### config.mk
export PLATFORM = sky130hd
export DESIGN_NAME = e3_ssm_rx
export DESIGN_NICKNAME = d
export VERILOG_FILES = /design/src/rtl/e3_ssm_pkg.sv /design/src/rtl/e3_ssm_seq_chk.sv /design/src/rtl/e3_ssm_asm.sv /design/src/rtl/e3_ssm_sticky.sv /design/src/rtl/e3_ssm_rx.sv
export SDC_FILE = /design/constraint.sdc
export NUM_CORES = 1
export LEC_CHECK = 0
export CAP_MARGIN = 10
export CORE_UTILIZATION = 50
export DETAILED_ROUTE_END_ITERATION = 6
export PLACE_DENSITY = 0.91
export SLEW_MARGIN = 20
export SYNTH_ARGS = -nofsm -noshare
export SYNTH_HDL_FRONTEND = slang
export SYNTH_SLANG_ARGS = --single-unit
### constraint.sdc
create_clock -name clk -period 3.7 [get_ports clk]
set_clock_uncertainty 0.05 [all_clocks]
set_input_delay 0.74 -clock clk [delete_from_list [all_inputs] [get_ports clk]]
set_output_delay 0.74 -clock clk [all_outputs]
set_load 0.02 [all_outputs]
### src/rtl/e3_ssm_pkg.sv
package e3_ssm_pkg;
    localparam int SSM_W = 4;
    localparam int TAG_W = 2;

    typedef logic [TAG_W-1:0] tag_t;
    typedef logic [SSM_W-1:0] ssm_t;

    typedef enum logic [1:0] {
        ASM_HUNT  = 2'd0,
        ASM_HAVE1 = 2'd1,
        ASM_HAVE2 = 2'd2,
        ASM_HAVE3 = 2'd3
    } asm_state_e;
endpackage

### src/rtl/e3_ssm_seq_chk.sv
module e3_ssm_seq_chk
    import e3_ssm_pkg::*;
(
    input  logic clk,
    input  logic rst_n,
    input  logic en,
    input  logic stb,
    input  tag_t tag,
    output logic order_evt
);
    tag_t prev_tag;
    logic have_prev;

    always_ff @(posedge clk or negedge rst_n) begin
        if (!rst_n) begin
            prev_tag  <= '0;
            have_prev <= 1'b0;
        end else if (!en) begin
            have_prev <= 1'b0;
        end else if (stb) begin
            prev_tag  <= tag;
            have_prev <= 1'b1;
        end
    end

    always_comb begin
        order_evt = en && stb && have_prev && (tag != tag_t'(prev_tag + 1'b1));
    end

    // First frame after a restart is never flagged
    assert_restart_clean_R5: assert property (@(posedge clk) disable iff (!rst_n)
        (!en) |=> !(order_evt && $past(!en)));
endmodule

### src/rtl/e3_ssm_asm.sv
module e3_ssm_asm
    import e3_ssm_pkg::*;
(
    input  logic clk,
    input  logic rst_n,
    input  logic en,
    input  logic stb,
    input  tag_t tag,
    input  logic data_bit,
    output logic commit,
    output ssm_t word
);
    asm_state_e state, state_nx;
    ssm_t       partial;
    tag_t       expect_tag;

    always_ff @(posedge clk or negedge rst_n) begin
        if (!rst_n) begin
            state <= ASM_HUNT;
        end else begin
            state <= state_nx;
        end
    end

    always_comb begin
        state_nx   = state;
        commit     = 1'b0;
        expect_tag = tag_t'(state);
        if (!en) begin
            state_nx = ASM_HUNT;
        end else if (stb) begin
            unique case (state)
                ASM_HUNT: begin
                    if (tag == 2'b00) state_nx = ASM_HAVE1;
                end
                ASM_HAVE1, ASM_HAVE2: begin
                    if (tag == expect_tag)
                        state_nx = (state == ASM_HAVE1) ? ASM_HAVE2 : ASM_HAVE3;
                    else
                        state_nx = (tag == 2'b00) ? ASM_HAVE1 : ASM_HUNT;
                end
                ASM_HAVE3: begin
                    if (tag == 2'b11) begin
                        state_nx = ASM_HUNT;
                        commit   = 1'b1;
                    end else begin
                        state_nx = (tag == 2'b00) ? ASM_HAVE1 : ASM_HUNT;
                    end
                end
                default: state_nx = ASM_HUNT;
            endcase
        end
    end

    always_ff @(posedge clk or negedge rst_n) begin
        if (!rst_n) begin
            partial <= '0;
        end else if (en && stb) begin
            partial[SSM_W-1-int'(tag)] <= data_bit;
        end
    end

    always_comb begin
        word    = partial;
        word[0] = data_bit;
    end

    assert_commit_on_last_tag_R2: assert property (@(posedge clk) disable iff (!rst_n)
        commit |-> (stb && en && tag == 2'b11));
endmodule

### src/rtl/e3_ssm_sticky.sv
module e3_ssm_sticky (
    input  logic clk,
    input  logic rst_n,
    input  logic en,
    input  logic set,
    input  logic rd,
    output logic flag
);
    always_ff @(posedge clk or negedge rst_n) begin
        if (!rst_n) begin
            flag <= 1'b0;
        end else if (en) begin
            if (set)      flag <= 1'b1;
            else if (rd)  flag <= 1'b0;
        end
    end

    assert_set_wins_R8: assert property (@(posedge clk) disable iff (!rst_n)
        (en && set) |=> flag);
    assert_read_clears_R8: assert property (@(posedge clk) disable iff (!rst_n)
        (en && rd && !set) |=> !flag);
endmodule

### src/rtl/e3_ssm_rx.sv
module e3_ssm_rx
    import e3_ssm_pkg::*;
#(
    parameter int MA_W        = 8,
    parameter int DATA_POS    = 0,
    parameter int TAG_MSB_POS = 2,
    parameter int TAG_LSB_POS = 1
) (
    input  logic            clk,
    input  logic            rst_n,
    input  logic            frame_stb,
    input  logic [MA_W-1:0] ma_byte,
    input  logic            rx_en,
    input  logic            rd_change,
    input  logic            rd_order,
    output logic [3:0]      ssm_word,
    output logic            flag_change,
    output logic            flag_order,
    output logic            irq
);
    tag_t tag;
    logic data_bit;
    logic commit;
    logic order_evt;
    logic change_evt;
    logic have_msg;
    ssm_t new_word;
    ssm_t stored;

    always_comb begin
        tag      = {ma_byte[TAG_MSB_POS], ma_byte[TAG_LSB_POS]};
        data_bit = ma_byte[DATA_POS];
    end

    e3_ssm_seq_chk u_seq (
        .clk(clk), .rst_n(rst_n), .en(rx_en), .stb(frame_stb),
        .tag(tag), .order_evt(order_evt)
    );

    e3_ssm_asm u_asm (
        .clk(clk), .rst_n(rst_n), .en(rx_en), .stb(frame_stb),
        .tag(tag), .data_bit(data_bit), .commit(commit), .word(new_word)
    );

    always_ff @(posedge clk or negedge rst_n) begin
        if (!rst_n) begin
            stored   <= '0;
            have_msg <= 1'b0;
        end else if (!rx_en) begin
            have_msg <= 1'b0;
        end else if (commit) begin
            stored   <= new_word;
            have_msg <= 1'b1;
        end
    end

    always_comb begin
        change_evt = commit && have_msg && (new_word != stored);
    end

    e3_ssm_sticky u_flag_change (
        .clk(clk), .rst_n(rst_n), .en(rx_en), .set(change_evt),
        .rd(rd_change), .flag(flag_change)
    );

    e3_ssm_sticky u_flag_order (
        .clk(clk), .rst_n(rst_n), .en(rx_en), .set(order_evt),
        .rd(rd_order), .flag(flag_order)
    );

    always_comb begin
        ssm_word = stored;
        irq      = flag_change | flag_order;
    end

    assert_hold_when_off_R7: assert property (@(posedge clk) disable iff (!rst_n)
        !rx_en |=> ($stable(ssm_word) && $stable(flag_change) && $stable(flag_order)));
    assert_word_moves_on_commit_R2: assert property (@(posedge clk) disable iff (!rst_n)
        !$stable(ssm_word) |-> $past(commit));
    assert_change_has_cause_R4: assert property (@(posedge clk) disable iff (!rst_n)
        $rose(flag_change) |-> $past(commit));
    assert_order_has_cause_R5: assert property (@(posedge clk) disable iff (!rst_n)
        $rose(flag_order) |-> $past(order_evt));
    assert_no_commit_on_break_R6: assert property (@(posedge clk) disable iff (!rst_n)
        order_evt |-> !commit);
endmodule

### After elaboration in Yosys (flattened, before gate mapping)

Index checks and enable logic that the tools add are counted.

* register bits: 16
* latch bits: 0
* RAM bits: 0
* ROM bits: 0
* input bits: 14
* word-level logic and storage cells: 62
* memories kept: 0

* add/subtract/negate cells: 2
* multiply operators: 0
* divide/modulo/power cells: 0
* $lt $le $gt $ge: 2
* eq/ne operators: 10
* shifts and indexed selects: 0
* multiplexer cells: 23
* bitwise gates (word level): 1
* reductions and logical operators: 16

Operator list (number)
* >= comparator 32 x 1 -> 1 bit (second input constant): 1
* less-than comparator 32 x 4 -> 1 bit (second input constant): 1
* 2-to-1 mux 1 bit: 15
* 2-to-1 mux 2 bit: 5
* AND reduction 2 bit: 5
* == test 2 bit (second input constant): 3
* logical AND 1 bit: 6
* case mux 2 bit (3 select lines): 1
* bitwise mux 4 bit: 1
* logical NOT 2 bit: 2
* != test 4 bit: 1
* nonzero test 2 bit: 2
* != test 3 x 2 -> 1 bit (second input constant): 1
* subtractor 2 x 2 -> 3 bit (first input constant): 1
* adder 2 x 1 -> 2 bit (second input constant): 1
* demux 1 bit (select 2 bit): 1
* == test 2 x 1 -> 1 bit (second input constant): 1
* == test 2 bit: 1
* != test 2 x 1 -> 1 bit (second input constant): 1
* != test 2 bit: 1
* != test 2 bit (second input constant): 1
* OR reduction 2 bit: 1
* bitwise OR 1 bit: 1

### Depth between registers and ports, before layout

* depth after elaboration: 9
* mapped depth: 6

### By module

A second synthesis with hierarchy kept.

* cells, all modules: 80
* area, all modules: 894.6 um^2

By module, submodules not included
* e3_ssm_asm: times used 1, cells each 44, area each 425.4 um^2, sequential area each 125.1 um^2
* e3_ssm_rx: times used 1, cells each 18, area each 252.7 um^2, sequential area each 125.1 um^2
* e3_ssm_seq_chk: times used 1, cells each 12, area each 141.4 um^2, sequential area each 75.1 um^2
* e3_ssm_sticky: times used 2, cells each 3, area each 37.5 um^2, sequential area each 25.0 um^2

### Worst setup path before layout

No wires, ideal clock.

* kind: in2reg
* start: in ma_byte[2]
* end: reg u_asm.partial[2]
* arrival time: 1.469 ns
* data required time: 3.525 ns
* path slack: 2.056 ns
* stages on the path: 4
* path buffers: 1
* cell sequence: buf_4 -> inv_1 -> and3_2 -> mux2_2

* longest elaborated chain between the ends: 6

RTL lines
* start, declared: RTL line e3_ssm_rx.sv:12 `input logic [MA_W-1:0] ma_byte,`
* subtractor 2 x 2 -> 3 bit (*): RTL line e3_ssm_asm.sv:59 `partial[SSM_W-1-int'(tag)] <= data_bit;`
* >= comparator 32 x 1 -> 1 bit (not written as such) / less-than comparator 32 x 4 -> 1 bit (equally long branches): RTL line e3_ssm_asm.sv:59
* logical AND 1 bit (not written as such): RTL line e3_ssm_asm.sv:59
* 2-to-1 mux 1 bit (not written as such): RTL line e3_ssm_asm.sv:59
* demux 1 bit (select 2 bit) (*)
* bitwise mux 4 bit (*): RTL line e3_ssm_asm.sv:59
* end signal, assigned by index: RTL line e3_ssm_asm.sv:59
* end, declared: RTL line e3_ssm_asm.sv:14 `ssm_t partial;`

Mark *: on every way between the ends. The rest lies on a longest branch, timed or not.
A chain may end at the register's enable or synchronous reset.

### Final worst setup path

* start: reg u_flag_order.flag
* end: out irq

* longest elaborated chain between the ends: 1

RTL lines
* start, declared: RTL line e3_ssm_sticky.sv:7 `output logic flag`
* start signal, assigned: RTL line e3_ssm_sticky.sv:11 `flag <= 1'b0;`
* start signal, assigned: RTL line e3_ssm_sticky.sv:13 `if (set) flag <= 1'b1;`
* start signal, assigned: RTL line e3_ssm_sticky.sv:14 `else if (rd) flag <= 1'b0;`
* bitwise OR 1 bit: RTL line e3_ssm_rx.sv:73 `irq = flag_change | flag_order;`
* end, declared: RTL line e3_ssm_rx.sv:19 `output logic irq`

No other way between the ends.

==> results.toml <==
[finish]
filler_cell_count = 113
stdcell_area_mm2 = 0.001015
area_added_between_synthesis_and_finish_pct = 22.14
final_layout_size_suffix_gt1_frac = 0.1613
insertedDiodeCount = 0
fin_nets = 112
layoutNonFillerInstCount = 109

[critical_path]
crit_path_start_kind = "flop"
timing.critical_path.slowest_stage_cell = "clkdlybuf4s50_1"
logic_depth_of_the_worst_register_to_register_path = 5
critPathBufInv = 1
cp_cell_sequence = "or2_2, clkdlybuf4s50_1"
worst_setup_path_startpoint = "u_flag_order.flag"
worstPathMaxFanout = 3
timing_worst_setup_path_type = "flop to primary output"
timing.critical_path.depth = 2
max_stage_delay_ns = 0.53
rr_startpoint = "u_asm.expect_tag[0]"
kind_of_end_point_of_the_critical_path = "primary output"
worst-endpoint-arrival_ns = 1.50
timing.critical_path.max_delay_family = "buffers and inverters"
crit_required_ns = 2.91

[floorplan]
dieArea_mm2 = 0.001828
initial_utilization = 0.5452
row_count = 14
chipWidth_um = 42.76
io-pin-count = 21
die_y_um = 42.76
fp.coreArea_mm2 = 0.001524

[worst_hold_path]
min_path_type = "flop to flop"
hold-path-cell-count = 2
start_point_of_the_worst_min_delay_path = "have_msg"

[place]
routability_congestion_estimate = 0.7643
hpwlAfterDp_um = 1083
placement.io_buffers = 15
dpl_cell_area_um2 = 988.4
dpl.cell_count = 105

[synth]
yosys_register_bits = 15
post_synth_instance_area_um2 = 830.8
syn_nets = 94
share_of_flip_flops_with_an_asynchronous_set_or_reset_after_synthesis = 1.000
synth_area_leader_cell = "dfrtp_1"
synth.distinct_cells = 30
synth_enable_flop_cells = 0
yosysWarnings = 0
synth_top_cell_area_share = 0.4518
synth.most_common_cell = "dfrtp_1"
yosys_most_used_dff = "dfrtp_1"
top_cell_types_by_occurrence_after_synthesis = "dfrtp_1, mux2_2, nand2_1, o21ai_0"
synth_cells = 76
synth_sequential_area_ratio = 0.4518
dominant_cells_by_area_after_synthesis = "dfrtp_1, mux2_2, ha_1, xnor2_1, o21ai_0"
synthesis.area_per_instance_um2 = 10.93

[drt]
vias = 626
wire_per_inst_um = 12.65
wl_um = 1379
drc_errors = 0
drt_first_iter_violations = 6
average_vias_per_placed_instance = 5.743
drt_pass1_iterations = 4
ant_nets = 0

[sta]
period_minus_slack_ns = 2.292
worstMarginPinSlew_ns = 0.6427
hold_viol = 0
grt_setup_unrepaired = "no"
slew_violations = 0
timing.final.crit_share = 0.6193
highest_clock_rate_mhz = 436.4
setup-violations-final = 0
finalSetupTns_ns = 0
slew_headroom = 0.5702
worst_hold_slack_ns = 0.4481

[clock_tree]
post-cts-setup-buffers = 0
holdBufCountCts = 0
post_cts_sizing_count = 0
cts-root-to-sink-buffers = 2
numCtsBuffers = 3
worst_setup_hold_path_clk_slew_ns = 0.08
insertion_delay_ns = 0.27
clock_sinks = 15
cts_tree = "built"
clk_root_buffer_cell = "clkbuf_4"
clock_tree.htree_level_count = 1

[global_route]
global_route.overflow_total = 0
first_global_vias = 564
groute.layer.met3.usage = 0.07660
grt_pass1_wl_um = 2346
grt_busiest_layer = "met2"
grtUsageMet2 = 0.2576
antenna_found_initial = 0
grt_usage = 0.1722
global_route.usage.met1 = 0.2333
grt_start_max_net_pins = 16

[power_and_ir_drop]
internal_power_mw = 0.2559
power.sequential.fraction = 0.548
power.share.switching = 0.2608
power.total_mw = 0.3462
combPwrFrac = 0.196
peakVddDrop_mv = 0.3759
p_leak_nw = 0.4385
clockPowerShare = 0.256
switching_power_mw = 0.09029
pwr_density_cell_mw_per_mm2 = 341.1

[status]
status = "completed"

[run]
drv_cap = 0
-- power groups by stage --
stage / logic [mW] / registers [mW] / clock network (mW)
floorplan: 0.0416 / 0.192 / 0
global placement: 0.0663 / 0.192 / 0
detailed placement: 0.0681 / 0.194 / 0
CTS: 0.0687 / 0.190 / 0.0924
global route: 0.0753 / 0.192 / 0.0986
finish: 0.0678 / 0.190 / 0.0885
-- layout make-up --
cell class,instances,area [um^2],area share
Timing Repair Buffer,15,150.1,0.1480
Tap cell,16,20.02,0.01973
Clock buffer,4,26.28,0.02589
Sequential cell,15,375.4,0.3699
Inverter,4,15.01,0.01480
Multi-Input combinational cell,55,427.9,0.4217
-- cell usage in the layout, fill, tap and decap left out, types with 2 or more instances in the layout --
cell type / instances
inv_1: 4
xor2_1: 2
xnor2_1: 4
o21ai_0: 6
a31oi_1: 4
mux2_2: 8
ha_1: 4
nand2_1: 6
clkbuf_4: 3
dfrtp_1: 15
clkdlybuf4s50_1: 15
nor2b_1: 2
nor3_1: 2
-- metal layers --
| layer | part of all wire | wire length (um) |
|---|---|---|
| met2 | 0.48 | 668 |
| met4 | 0.0022 | 3 |
| met1 | 0.47 | 642 |
| met5 | 0 | 0 |
| met3 | 0.047 | 65 |
-- sequential cells by signal, indices dropped and copies added, names as in the netlist --
name and cells:
have_msg 1, ssm_word 4, u_asm.expect_tag 2, u_asm.partial 3, u_flag_change.flag 1, u_flag_order.flag 1, u_seq.have_prev 1, u_seq.prev_tag 2
-- worst paths after layout --
path | to | slack, ns
worst max-delay path | irq | 1.41
max in group asynchronous | u_seq.prev_tag[0] | 2.38
min in group asynchronous | u_flag_change.flag | 0.80
worst min register to register | have_msg | 0.45
worst min-delay path | have_msg | 0.45
worst max register to register | u_asm.expect_tag[1] | 2.03
-- cells by family (layout without fill, tap and decap cells) --
logic type      Yosys count  in the layout  share of synthesized area
buf+inv                   6             23                    0.03312
simple gates             19             19                     0.1416
flops                    15             15                     0.4518
mux                       8              8                     0.1084
compound gates           18             18                     0.1416
xor+xnor                  6              6                    0.06325
fa+ha+maj                 4              4                    0.06024
-- per-stage QoR --
step,utilization,setup slack [ns]
3_3_place_gp,0.6486,1.365
4_1_cts,0.6658,1.398
2_1_floorplan,-,2.057
6_report,0.6658,1.408
5_1_grt,0.6658,1.369
3_5_place_dp,0.6486,1.322
-- worst register-to-register path: cells and delay by family (launching register included) --
kind	cells	cell delay, ns
AND/OR/NAND/NOR	2	0.42
AO/OA/AOI/OAI	1	0.18
buffers and inverters	1	0.12
flip-flops	1	0.49
adder cells (fa/ha/maj)	1	0.33
No activity file was read; power rests on OpenSTA's default activity.
